--- config.mk ---
export PLATFORM = sky130hd
export DESIGN_NAME = vtg_border
export DESIGN_NICKNAME = d
export VERILOG_FILES = /design/src/rtl/vtg_border.sv
export SDC_FILE = /design/constraint.sdc
export NUM_CORES = 1
export LEC_CHECK = 0
export BUFFER_PORTS_ARGS = -buffer_cell sky130_fd_sc_hd__buf_2
export CORE_ASPECT_RATIO = 0.75
export CORE_MARGIN = 2
export CORE_UTILIZATION = 30
export CTS_CLUSTER_DIAMETER = 120
export DETAILED_ROUTE_END_ITERATION = 12
export GPL_TIMING_DRIVEN = 1
export PLACE_DENSITY = 0.49
export SYNTH_ARGS = -nofsm -noshare
export SYNTH_HDL_FRONTEND = slang
export SYNTH_SLANG_ARGS = --single-unit
--- constraint.sdc ---
create_clock -name clk -period 5.9 [get_ports clk]
set_input_delay 0.885 -clock clk [delete_from_list [all_inputs] [get_ports clk]]
set_output_delay 0.885 -clock clk [all_outputs]
set_load 0.02 [all_outputs]
--- src/rtl/vtg_border.sv ---
module vtg_border #(
  parameter int CW = 16,
  parameter int PW = 24,
  parameter int AW = 4
) (
  input  logic          clk,
  input  logic          rst_n,
  input  logic          cfg_we,
  input  logic [AW-1:0] cfg_addr,
  input  logic [31:0]   cfg_wdata,
  input  logic          pix_valid,
  input  logic [PW-1:0] pix_data,
  output logic          pix_ready,
  output logic          hsync,
  output logic          vsync,
  output logic          blank,
  output logic          de,
  output logic [PW-1:0] rgb_out,
  output logic          vblank_stb,
  output logic          field,
  output logic          line_repeat
);
  localparam logic [AW-1:0] A_TOT  = AW'(0);
  localparam logic [AW-1:0] A_HBRD = AW'(1);
  localparam logic [AW-1:0] A_VBRD = AW'(2);
  localparam logic [AW-1:0] A_BCOL = AW'(3);
  localparam logic [AW-1:0] A_WINH = AW'(4);
  localparam logic [AW-1:0] A_WINV = AW'(5);
  localparam logic [AW-1:0] A_WCFG = AW'(6);
  localparam logic [AW-1:0] A_MODE = AW'(7);
  localparam logic [AW-1:0] A_SYNC = AW'(8);
  localparam int HI = 16;

  logic [CW-1:0] s_htot, s_vtot, s_hbs, s_hbe, s_vbs, s_vbe, s_wh, s_wv0, s_wv1;
  logic [CW-1:0] a_htot, a_vtot, a_hbs, a_hbe, a_vbs, a_vbe, a_wh, a_wv0, a_wv1;
  logic [PW-1:0] s_bcol, a_bcol, hold;
  logic s_lowres, s_fblank, s_disp, s_dbl, s_ven, s_intl;
  logic a_lowres, a_fblank, a_disp, a_dbl, a_ven, a_intl;
  logic [CW-1:0] hc, vc, wv;
  logic [CW:0]   hc_inc, vc_inc;
  logic hc_last, vc_last, hin, vin, rect, win, ph;
  logic unused_wdata;

  assign unused_wdata = ^cfg_wdata;

  always_ff @(posedge clk or negedge rst_n) begin
    if (!rst_n) begin
      s_htot <= '0; s_vtot <= '0; s_hbs <= '0; s_hbe <= '0; s_vbs <= '0; s_vbe <= '0;
      s_wh <= '0; s_wv0 <= '0; s_wv1 <= '0; s_bcol <= '0;
      s_lowres <= 1'b0; s_fblank <= 1'b0; s_disp <= 1'b0; s_dbl <= 1'b0;
      s_ven <= 1'b0; s_intl <= 1'b0;
    end else if (cfg_we) begin
      case (cfg_addr)
        A_TOT:  begin s_htot <= cfg_wdata[CW-1:0]; s_vtot <= cfg_wdata[HI +: CW]; end
        A_HBRD: begin s_hbe <= cfg_wdata[CW-1:0]; s_hbs <= cfg_wdata[HI +: CW]; end
        A_VBRD: begin s_vbe <= cfg_wdata[CW-1:0]; s_vbs <= cfg_wdata[HI +: CW]; end
        A_BCOL: s_bcol <= cfg_wdata[PW-1:0];
        A_WINH: s_wh <= cfg_wdata[CW-1:0];
        A_WINV: begin s_wv0 <= cfg_wdata[CW-1:0]; s_wv1 <= cfg_wdata[HI +: CW]; end
        A_WCFG: begin s_lowres <= cfg_wdata[0]; s_fblank <= cfg_wdata[3]; end
        A_MODE: begin s_disp <= cfg_wdata[0]; s_dbl <= cfg_wdata[1]; end
        A_SYNC: begin s_intl <= cfg_wdata[4]; s_ven <= cfg_wdata[8]; end
        default: ;
      endcase
    end
  end

  always_ff @(posedge clk or negedge rst_n) begin
    if (!rst_n) begin
      a_htot <= '0; a_vtot <= '0; a_hbs <= '0; a_hbe <= '0; a_vbs <= '0; a_vbe <= '0;
      a_wh <= '0; a_wv0 <= '0; a_wv1 <= '0; a_bcol <= '0;
      a_lowres <= 1'b0; a_fblank <= 1'b0; a_disp <= 1'b0; a_dbl <= 1'b0;
      a_ven <= 1'b0; a_intl <= 1'b0;
    end else if (vblank_stb) begin
      a_htot <= s_htot; a_vtot <= s_vtot; a_hbs <= s_hbs; a_hbe <= s_hbe;
      a_vbs <= s_vbs; a_vbe <= s_vbe; a_wh <= s_wh; a_wv0 <= s_wv0; a_wv1 <= s_wv1;
      a_bcol <= s_bcol; a_lowres <= s_lowres; a_fblank <= s_fblank; a_disp <= s_disp;
      a_dbl <= s_dbl; a_ven <= s_ven; a_intl <= s_intl;
    end
  end

  assign hc_inc  = {1'b0, hc} + 1'b1;
  assign vc_inc  = {1'b0, vc} + 1'b1;
  assign hc_last = hc_inc >= {1'b0, a_htot};
  assign vc_last = vc_inc >= {1'b0, a_vtot};

  always_ff @(posedge clk or negedge rst_n) begin
    if (!rst_n) begin
      hc <= '0; vc <= '0; field <= 1'b0; hold <= '0;
    end else begin
      if (pix_ready && pix_valid) hold <= pix_data;
      if (hc_last) begin
        hc <= '0;
        if (vc_last) begin
          vc <= '0;
          field <= a_intl & ~field;
        end else begin
          vc <= vc_inc[CW-1:0];
        end
      end else begin
        hc <= hc_inc[CW-1:0];
      end
    end
  end

  assign wv   = field ? a_wv1 : a_wv0;
  assign hin  = (hc >= a_hbs) && (hc < a_hbe);
  assign vin  = (vc >= a_vbs) && (vc < a_vbe);
  assign rect = a_ven && hin && vin;
  assign win  = rect && (hc >= a_wh) && (vc >= wv) && a_disp && !a_fblank;
  assign ph   = hc[0] ^ a_wh[0];

  assign vblank_stb  = (hc == '0) && (vc == a_vbe);
  assign hsync       = a_ven && !hin;
  assign vsync       = a_ven && !vin;
  assign blank       = !rect;
  assign de          = win;
  assign pix_ready   = win && !(a_lowres && ph);
  assign line_repeat = a_ven && a_dbl && vin && (vc >= wv) && (vc[0] ^ wv[0]);

  assign rgb_out = !rect              ? '0     :
                   !win               ? a_bcol :
                   (a_lowres && ph)   ? hold   :
                   pix_valid          ? pix_data : a_bcol;
endmodule

== Word level (Yosys, flattened, before mapping) ==
Index checks and enable logic that the tools add are counted.
Storage, ports and cells
  register bits after elaboration: 405
  latch bits: 0
  memory bits (writable): 0
  memory bits (read-only): 0
  input port bits: 64
  output and inout bits: 32
  memories: 0
Cells by class
  $add $sub $neg: 2
  multipliers: 0
  div/mod/pow operators: 0
  $lt $le $gt $ge: 8
  equal/unequal tests: 9
  shift-type cells: 0
  multiplexer cells: 7
  bitwise operators: 4
  reductions and logical operators: 35
Operators by type and width (count)
  $mux 24: 4
  $ge 16x16->1: 4
  $mux 16: 3
  $add 16x1->17 const B: 2
  $ge 17x16->1: 2
  $lt 16x16->1: 2
  $reduce_and 2->1: 10
  $logic_and 1x1->1: 18
  $eq 16x16->1: 1
  $eq 4x3->1 const B: 4
  $logic_not 16->1: 1
  $eq 4x2->1 const B: 2
  $logic_not 1->1: 5
  $eq 4x1->1 const B: 1
  $eq 4x4->1 const B: 1
  $logic_not 4->1: 1
  $xor 1x1->1: 2
  $and 1x1->1: 1
  $not 1->1: 1

== Logic depth before layout (Yosys ltp) ==
Gate-level depths: netlist (run 1).
  word-level depth: 10
  gate-level depth with buffers: 16
  mapped depth without buffers: 14

== Least setup slack after synthesis (run 1) ==
OpenSTA, ideal clock, no wires.
  path type: reg2out
  from: register field
  to: output rgb_out[10]
  data arrival time: 3.675 ns
  required time: 5.015 ns
  slack: 1.340 ns
  stages on the path, launching flop included: 13
  buffers on the path: 3
  cell sequence: dfrtp_1 -> clkbuf_1 -> clkbuf_1 -> mux2i_1 -> ha_1 -> a21oi_1 -> o21a_1 -> a21oi_1 -> o21ai_0 -> a2111oi_2 -> clkbuf_1 -> nor2_1 -> a211oi_1
On the way
  longest elaborated chain between the ends: 7
RTL lines
  start: declaration: line 20  | output logic field,
  start signal: assignment: line 96  | field <= a_intl & ~field;
  $mux 16: line 106  | assign wv = field ? a_wv1 : a_wv0;
  $ge 16x16->1: line 110  | assign win = rect && (hc >= a_wh) && (vc >= wv) && a_disp && !a_fblank;
  $logic_and 1x1->1 (3 in a row): line 110
  $mux 24: line 122  | !win ? a_bcol :
  $mux 24: line 121  | assign rgb_out = !rect ? '0 :
  end: declaration: line 18  | output logic [PW-1:0] rgb_out,
Every way passes these cells.

== Final worst setup path (run 1) ==
  from: register vc[1]
  to: output rgb_out[17]
On the way
  longest elaborated chain between the ends: 9
RTL lines
  start: declaration: line 39  | logic [CW-1:0] hc, vc, wv;
  start signal: assignment: line 98  | vc <= vc_inc[CW-1:0];
  $ge 16x16->1 / $lt 16x16->1 (equally long branches): line 108  | assign vin = (vc >= a_vbs) && (vc < a_vbe);
  $logic_and 1x1->1: line 108
  $logic_and 1x1->1: line 109  | assign rect = a_ven && hin && vin;
  $logic_and 1x1->1 (4 in a row): line 110
  $mux 24: line 122
  $mux 24 (*): line 121
Every way passes the cells marked *; elsewhere a longest branch is shown, timed or not.

==> results of run 1 <==
worst register-to-register path, delay by kind of cell (launching register included):
family	cells	cell delay (ps)
adder cells (fa/ha/maj)	2	640
AO/OA/AOI/OAI	2	800
XOR/XNOR	1	160
buffers and inverters	1	80
AND/OR/NAND/NOR	7	1850
flip-flops	1	590
power breakdown:
part,internal [mW],total [mW],switching (mW)
Combinational,0.949,2.20,1.25
Clock,1.51,2.67,1.16
Sequential,3.42,3.76,0.347
Total,5.88,8.63,2.76
per-layer routing:
metal	part of all wire, %	wire (um)	GRT usage, %	vias to the layer above
met1	53	27100	24.2	6520
met3	3.7	1900	2.12	62
met4	1.7	840	2.88	0
met2	41	21100	22.4	182
li1	-	-	-	6033
met5	0	0	0	-
kinds of logic after synthesis:
group | Yosys count | share of synthesized area [%]
mux | 283 | 16.7
compound gates | 284 | 8.68
buf+inv | 213 | 4.34
fa+ha+maj | 130 | 8.38
xor+xnor | 26 | 1.17
simple gates | 335 | 8.46
flops | 405 | 52.2
layout by cell type (no fill, tap or decap), drive strengths merged, types with 10 or more instances in the layout:
master,n
buf,111
nand4,18
xnor2,18
a211oi,29
nand2,143
nand3b,27
clkbuf,57
mux2i,16
o21ai,155
mux2,267
nor3,10
inv,141
nor2,52
nor2b,17
dfrtp,405
a21oi,43
ha,130
nand3,24
a21o,10
per-stage QoR:
step / std cells / hold slack [ps] / worst slack [ps] / cell area, um^2
2_1_floorplan: 1676 / 444 / 1340 / 19400
3_3_place_gp: 2572 / 451 / 1140 / 20800
3_5_place_dp: 2573 / 457 / 1060 / 20800
4_1_cts: 2645 / 324 / 422 / 22200
5_1_grt: 2645 / 353 / 191 / 22200
6_report: 2645 / 315 / 435 / 22200
layout make-up:
cell class                 count  share of cell area (%)
sequential                   405                    45.6
tap                          861                    4.85
clock inverter                15                   0.800
timing repair buffer         111                    2.88
inverter                     138                    2.33
clock buffer                  57                    5.35
multi-input combinational   1058                    38.2
worst max-delay path by stage:
stage / startpoint / end
2_1_floorplan: field / rgb_out[10]
3_3_place_gp: vc[1] / rgb_out[21]
3_5_place_dp: vc[1] / rgb_out[17]
4_1_cts: vc[1] / rgb_out[17]
5_1_grt: vc[1] / rgb_out[9]
6_report: vc[1] / rgb_out[17]
==> impl_metrics.yaml, run 1 <==
setup_path:
  cp_num_cells: 9
  crit_slowest_cell: "a2111oi_1"
  cpPeakStageDelay_ps: 800
  crit_fanout: 25
  critPathArrivalTime_ps: 4580
  worstPathRequired_ps: 5020
  crit_buf_inv: 1
  end_kind: "output port"
  startpoint_type: "flop"
  regToRegSetupSlack_ps: 1620
  rr_startpoint: "vc[1]"
  cp_top_family: "compound AO/OA/AOI/OAI gates"
  crit_type: "reg2out"
  r2r_cells: 13
  r2r-end: "vc[3]"
  path_cells: "ha_1 > nor2b_1 > o211ai_1 > a2111oi_0 > a2111oi_1 > and4_1 > nand2_1 > a211oi_1 > buf_2"
placement:
  place.gp.congestion: 0.822
  io_buffers: 95
  hpwl_um: 35300
timing:
  finalCriticalPeriod_ps: 5460
  final_max_slew_viol_count: 0
  clock_skew_ps: 33.3
  worst_pin_slew_ps: 1120
  grt_setup_unrepaired: "no"
  setup_tns_ps: 0
  fin_crit_sh_pct: 92.6
  setup_viol: 0
  hold_viol: 0
  max_freq_mhz: 183
  relSlewSlack_pct: 25.3
power_and_ir_drop:
  power_mw: 8.63
  ir_drop_mv: 0.214
  powerDensity_nw_per_um2: 389
  leakage_nw: 10.3
clock_network:
  clk_pin_slew_ps: 60
  cts_resized: 0
  cts_buffers: 42
  post_cts_buffers: 0
  cts_hold_buf: 0
  cts_tree: "built"
  cts_sinks: 405
  clockBufferDepth: 3
  cts_max_level: 2
  worstSkewPairLatency_ps: 580
  cts-root-buf: "clkbuf_16"
global_route:
  grt_pass1_vias: 13081
  gr-total-overflow: 0
  grt_antenna_before_repair: 6
  track_usage_pct: 15.4
  grt_max_degree: 176
  grt_pass1_wl_um: 79400
route:
  vias_per_cell: 4.84
  ant_nets: 0
  routed_wl_um: 50800
  via_count: 12797
  drt_iter0_drc: 693
  drcViolationCount: 0
  firstDrtPassIters: 4
  wl_per_cell_um: 19.2
yosys:
  syn_area_um2: 19400
  netlist.area_leader.share_pct: 52.2
  synth_edf_count: 0
  seq_area_frac_synth_pct: 52.2
  synth_fp_nets: 1870
  synthTopCellsByCount: "dfrtp_1 (405), mux2_2 (247), o21ai_0 (154), nand2_1 (143), inv_1 (138)"
  synth.ff_latch_count: 405
  synth_ff_type: "dfrtp_1"
  avgSynthCellArea_um2: 11.6
  ys_async_sr_fraction_pct: 100
  synth_most_common_cell: "dfrtp_1"
  synthTopCellsByArea: "dfrtp_1 (52%), mux2_2 (14%), ha_1 (8.4%)"
  synth_cells: 1676
  synth_cell_types: 62
  yosys_warnings: 0
  synth_top_area_cell: "dfrtp_1"
floorplanning:
  die_x_um: 298
  fp.dieArea_um2: 66700
  die_h_um: 224
  io_pins: 96
  rows: 80
  core_um2: 63800
  initial_utilization_pct: 30.4
final_layout:
  post-route-util_pct: 34.8
  nNetsFinal: 1950
  multi_input_area_um2: 8480
  drive_gt1_share_pct: 25.4
  syn2layout_area_growth_pct: 14.5
  diodes: 0
  largestRegisters: "a_bcol (24), hold (24), s_bcol (24)"
  fillers: 6386
  seqCellArea_um2: 10100
run_status:
  status: "finished clean"
min_path:
  hold_path_class: "in2async"
run:
  cap_violations: 0
No activity file was read; power rests on OpenSTA's default activity.
==> inputs of run 2 (changes only) <==
--- a/config.mk
+++ b/config.mk
@@ -5,6 +5,7 @@
 export SDC_FILE = /design/constraint.sdc
 export NUM_CORES = 1
 export LEC_CHECK = 0
+export ABC_AREA = 1
 export BUFFER_PORTS_ARGS = -buffer_cell sky130_fd_sc_hd__buf_2
 export CORE_ASPECT_RATIO = 0.75
 export CORE_MARGIN = 2
@@ -12,6 +13,7 @@
 export CTS_CLUSTER_DIAMETER = 120
 export DETAILED_ROUTE_END_ITERATION = 12
 export GPL_TIMING_DRIVEN = 1
+export HOLD_SLACK_MARGIN = 0.1
 export PLACE_DENSITY = 0.49
 export SYNTH_ARGS = -nofsm -noshare
 export SYNTH_HDL_FRONTEND = slang
==> run 2 against run 1 <==
Combinational power up 16%. Worst hold slack worse by 13 ps. Clock skew decreased by 3.9 ps. Sequential share of layout area decreased by 0.74 points. First-iteration DRC count up 58%. Sequential power increased by 1%. Highest routed layer unchanged. Cell count increased by 23%. Critical endpoint is now rgb_out[7].
==> impl_metrics.yaml, run 2 <==
setup_path:
  startpoint_type: "flop"
  crit_fanout: 25
  worstPathRequired_ps: 5020
  rr_startpoint: "hc[1]"
  critPathArrivalTime_ps: 3850
  regToRegSetupSlack_ps: 1940
  end_kind: "output port"
  crit_type: "reg2out"
  startpoint: "vc[3]"
timing:
  relSlewSlack_pct: 18.8
  grt_setup_unrepaired: "no"
  setup_slack_ps: 1170
  final_max_slew_viol_count: 0
  clock_skew_ps: 29.4
  setup_viol: 0
  max_freq_mhz: 211
  worst_pin_slew_ps: 1220
  hold_viol: 0
  fin_crit_sh_pct: 80.2
  finalCriticalPeriod_ps: 4730
  setup_tns_ps: 0
placement:
  pre_cts_ws_ps: 1800
  io_buffers: 95
  place.gp.congestion: 0.860
  place_inst: 3179
  hpwl_um: 38300
floorplanning:
  io_pins: 96
  core_um2: 65400
  die_x_um: 301
  fp.dieArea_um2: 68400
  rows: 81
  initial_utilization_pct: 30.4
  die_h_um: 227
route:
  drcViolationCount: 0
  wl_per_cell_um: 17.0
  routed_wl_um: 55400
  vias_per_cell: 4.74
  via_count: 15429
  firstDrtPassIters: 5
  drt_iter0_drc: 1098
  ant_nets: 0
min_path:
  hold_path_class: "in2async"
clock_network:
  clockBufferDepth: 3
  cts_max_level: 2
  worstSkewPairLatency_ps: 580
  cts-root-buf: "clkbuf_16"
  cts_hold_buf: 0
  cts_buffers: 43
  cts_resized: 0
  post_cts_buffers: 0
  clk_pin_slew_ps: 60
  cts_tree: "built"
  cts_sinks: 405
yosys:
  synth_most_common_cell: "nand2_1"
  netlist.area_leader.share_pct: 51.0
  synth_fp_nets: 2493
  syn_area_um2: 19900
  yosys_warnings: 0
  synth_cell_types: 38
  seq_area_frac_synth_pct: 51.0
  avgSynthCellArea_um2: 8.65
  ys_async_sr_fraction_pct: 100
  synth_top_area_cell: "dfrtp_1"
  synthTopCellsByCount: "nand2_1 (651), dfrtp_1 (405), o21ai_0 (365), inv_1 (260), ha_1 (130)"
  synthTopCellsByArea: "dfrtp_1 (51%), nand2_1 (12%), o21ai_0 (9.2%)"
  synth_cells: 2299
  synth.ff_latch_count: 405
  synth_ff_type: "dfrtp_1"
  synth_edf_count: 0
final_layout:
  fillers: 6740
  final_common_cell: "nand2_1"
  syn2layout_area_growth_pct: 13.5
  final_cells: 3254
  drive_gt1_share_pct: 8.99
  nNetsFinal: 2547
  layout_common_cells: "nand2_1 (650), dfrtp_1 (405), o21ai_0 (365)"
  largestRegisters: "a_bcol (24), hold (24), s_bcol (24)"
  post-route-util_pct: 34.5
global_route:
  grt_pass1_wl_um: 87100
  gr-total-overflow: 0
  grt_pass1_vias: 14937
  grt_antenna_before_repair: 5
  track_usage_pct: 16.4
  grt_max_degree: 187
power_and_ir_drop:
  powerDensity_nw_per_um2: 405
  leakage_nw: 11.2
  ir_drop_mv: 0.184
  power_mw: 9.14
run:
  cap_violations: 0
run_status:
  status: "finished clean"
run 2: cell count changes in the layout (fill, tap and decap cells not counted), sizes merged, moves of 23 or more:
cell / previous run / this run
inv: 141 / 264
nor2: 52 / 77
mux2i: 16 / 39
o21ai: 155 / 381
nand2: 143 / 652
nand3b: 27 / 4
nand4: 18 / 55
a211oi: 29 / 2
mux2: 267 / 0
nand3: 24 / 69
run 2: layer usage:
layer	wire, um	global-route usage (%)
met1	27600	24.8
met3	2450	2.14
met5	0	0
met4	1300	4.64
met2	24000	24.5
run 2: critical path, cell delays in order, from the launching register on:
cell and delay (ps):
dfrtp_1 560, ha_1 320, nand2_1 70, inv_1 100, nand2_1 120, nand2_1 60
nand2_1 50, nand2_1 50, a21oi_1 190, nand2_1 240, nor2_2 990, nand3_1 180
o21ai_0 140, buf_2 190
run 2: path summary, 6_finish.rpt:
kind                                    to  cells past startpoint
worst max-delay path            rgb_out[7]                     13
worst min-delay path                vc[12]                      1
worst max register to register      vc[12]                     21
worst min register to register   a_vbe[11]                      2
max in group asynchronous         s_wv1[4]                      2
min in group clk                 a_vbe[11]                      2
run 2: kinds of logic (layout without fill, tap and decap cells):
| group | count (synthesis) | in the layout | share of synthesized area, % |
|---|---|---|---|
| AND/OR/NAND/NOR | 887 | 887 | 18.8 |
| adder cells (fa/ha/maj) | 130 | 130 | 8.18 |
| XOR/XNOR | 22 | 22 | 0.969 |
| multiplexers | 39 | 39 | 1.96 |
| AO/OA/AOI/OAI | 450 | 450 | 11.5 |
| flip-flops | 405 | 405 | 51.0 |
| other | 0 | 2 | 0 |
| buffers and inverters | 366 | 448 | 7.56 |
run 2: layout make-up:
cell class | count | area (um^2) | area share [%]
Sequential cell | 405 | 10100 | 44.9
Tap cell | 871 | 1090 | 4.83
Clock buffer | 64 | 1330 | 5.88
Inverter | 264 | 992 | 4.39
Antenna cell | 2 | 5.00 | 0.0222
Multi-Input combinational cell | 1528 | 8280 | 36.7
Clock inverter | 9 | 110 | 0.488
Timing Repair Buffer | 111 | 643 | 2.85
run 2: stage by stage:
stage	cell area [um^2]	hold WS (ps)
2_1_floorplan	19900	441
3_3_place_gp	21100	453
3_5_place_dp	21100	458
4_1_cts	22600	335
5_1_grt	22600	368
6_report	22600	302
run 2: power by group:
| part | switching [mW] | total, mW | internal [mW] |
|---|---|---|---|
| Clock | 1.15 | 2.79 | 1.64 |
| Sequential | 0.379 | 3.80 | 3.43 |
| Combinational | 1.67 | 2.55 | 0.878 |
==> inputs of run 3 (changes only) <==
--- a/config.mk
+++ b/config.mk
@@ -5,7 +5,7 @@
 export SDC_FILE = /design/constraint.sdc
 export NUM_CORES = 1
 export LEC_CHECK = 0
-export ABC_AREA = 1
+export ABC_AREA = 0
 export BUFFER_PORTS_ARGS = -buffer_cell sky130_fd_sc_hd__buf_2
 export CORE_ASPECT_RATIO = 0.75
 export CORE_MARGIN = 2
@@ -14,7 +14,7 @@
 export DETAILED_ROUTE_END_ITERATION = 12
 export GPL_TIMING_DRIVEN = 1
 export HOLD_SLACK_MARGIN = 0.1
-export PLACE_DENSITY = 0.49
+export PLACE_DENSITY = 0.5
 export SYNTH_ARGS = -nofsm -noshare
 export SYNTH_HDL_FRONTEND = slang
 export SYNTH_SLANG_ARGS = --single-unit
==> constraint.sdc (replaced) <==
create_clock -name clk -period 4.1 [get_ports clk]
set_input_delay 0.615 -clock clk [delete_from_list [all_inputs] [get_ports clk]]
set_output_delay 0.615 -clock clk [all_outputs]
set_load 0.02 [all_outputs]
==> run 3 against run 2 <==
Clock power is 33% higher. Combinational power is 34% higher. Clock skew down 1.5 ps. Worst setup slack got worse by 1000 ps. Sequential share of layout area decreased by 0.25 points.
==> impl_metrics.yaml, run 3 (synthesized netlist as in run 1, its figures left out) <==
setup_path:
  crit_type: "reg2out"
  critPathArrivalTime_ps: 3330
  r2r_cells: 15
  crit_fanout: 25
  startpoint: "hc[12]"
  startpoint_type: "flop"
  cp-endpoint: "rgb_out[16]"
  regToRegSetupSlack_ps: 350
  rr_startpoint: "vc[1]"
  r2r-end: "vc[11]"
  end_kind: "output port"
  worstPathRequired_ps: 3480
clock_network:
  clockBufferDepth: 3
  cts_buffers: 41
  clk_pin_slew_ps: 60
  worstSkewPairLatency_ps: 560
  cts_sinks: 405
  cts-root-buf: "clkbuf_16"
  cts_tree: "built"
  cts_max_level: 2
floorplanning:
  rows: 80
  die_x_um: 298
  io_pins: 96
  die_h_um: 224
  initial_utilization_pct: 30.4
  core_um2: 63800
  fp.dieArea_um2: 66700
global_route:
  grt_max_degree: 116
  grt_antenna_before_repair: 7
  gr-total-overflow: 0
  grt_pass1_wl_um: 80100
  grt_pass1_vias: 13092
  track_usage_pct: 15.5
run:
  cap_violations: 0
timing:
  clock_skew_ps: 27.9
  setup_viol: 0
  finalCriticalPeriod_ps: 3950
  grt_setup_unrepaired: "yes"
  whs_ps: 293
  final_max_slew_viol_count: 0
  fin_crit_sh_pct: 96.3
  max_freq_mhz: 253
  relSlewSlack_pct: 34.6
  hold_viol: 0
  worst_pin_slew_ps: 980
final_layout:
  drive_gt1_share_pct: 29.2
  nNetsFinal: 1988
  largestRegisters: "a_bcol (24), hold (24), s_bcol (24)"
  final_common_cell: "dfrtp_1"
  final_cells: 2689
  layout_common_cells: "dfrtp_1 (394), mux2_2 (247), o21ai_0 (154)"
  syn2layout_area_growth_pct: 17.2
  seqCellArea_um2: 10100
  multi_input_area_um2: 8630
  fillers: 6304
run_status:
  status: "finished clean"
route:
  via_count: 12964
  wl_per_cell_um: 19.0
  routed_wl_um: 51200
  vias_per_cell: 4.82
  ant_nets: 0
  firstDrtPassIters: 5
  drt_iter0_drc: 823
  drcViolationCount: 0
placement:
  io_buffers: 95
  place_inst: 2603
  hpwl_um: 36000
  place.gp.congestion: 0.837
power_and_ir_drop:
  leakage_nw: 10.5
  powerDensity_nw_per_um2: 551
  ir_drop_mv: 0.316
min_path:
  hold_path_class: "in2reg"
## run 3: cell types whose count changed in the layout (fill, tap and decap cells not counted), moves of 23 or more
cell	before	now
nand2_1	650	142
mux2_2	0	247
o21ai_0	365	154
inv_1	260	137
nand4_1	55	17
nand3_1	60	24
buf_4	13	45
a211oi_2	0	23
mux2i_1	39	16
nand3b_1	4	27
## run 3: power breakdown
group          total (mW)  internal [mW]  switching [mW]
logic                3.41           1.52            1.89
clock network        3.70           2.08            1.62
registers            5.41           4.92           0.489
total                12.5           8.51            4.00
## run 3: timing repair
item / CTS / global route
resized for setup: 11 / 21
pin swaps: 3 / 8
cloned: 1 / 0
hold buffers: 1 / 0
endpoints found under the hold margin: 66 / 0
setup endpoints to repair: 27 / 27
setup buffers: 3 / 6
## run 3: layout make-up
type	instances	area share, %
antenna	3	0.0330
clock inverter	14	0.440
inverter	138	2.28
timing repair buffer	150	4.54
multi-input combinational	1058	38.0
sequential	405	44.6
clock buffer	60	5.36
tap	861	4.74
## run 3: metrics by stage
step | util, % | TNS [ps] | setup slack (ps) | instance area [um^2] | power (mW)
2_1_floorplan | - | 0 | 86.5 | 19500 | 7.53
4_1_cts | 35.5 | 0 | 11.9 | 22600 | 12.6
3_3_place_gp | 33.3 | 0 | 374 | 21200 | 8.74
3_5_place_dp | 33.3 | 0 | 334 | 21200 | 8.84
6_report | 35.7 | 0 | 150 | 22700 | 12.5
5_1_grt | 35.6 | -62.6 | -28.5 | 22700 | 13.3
## run 3: worst min path at each step
stage	start	cells past startpoint	slack (ps)	end
after global placement	s_htot[14]	2	450	a_htot[14]
after global routing	pix_data[5]	2	270	hold[5]
after CTS	pix_data[17]	2	270	hold[17]
final	pix_data[6]	2	290	hold[6]
after detailed placement	s_vbe[9]	2	460	a_vbe[9]
after floorplan	rst_n	0	320	a_bcol[0]
## run 3: routing by layer
| metal | routed length, um | up-vias | part of all wire [%] | global-route usage [%] |
|---|---|---|---|---|
| li1 | - | 6103 | - | - |
| met1 | 27100 | 6580 | 53 | 24.8 |
| met2 | 21300 | 229 | 42 | 21.8 |
| met3 | 2210 | 52 | 4.3 | 2.24 |
| met4 | 610 | 0 | 1.2 | 2.66 |
| met5 | 0 | - | 0 | 0 |
## run 3: worst max-delay path: stages, from the launching register on
cell and delay [ps]:
dfrtp_2 470, ha_1 300, nand4_1 200, or4_4 570, a21oi_2 130, o41ai_2 110
a211oi_4 330, nand2_2 110, buf_12 180, a211oi_2 180, buf_2 200
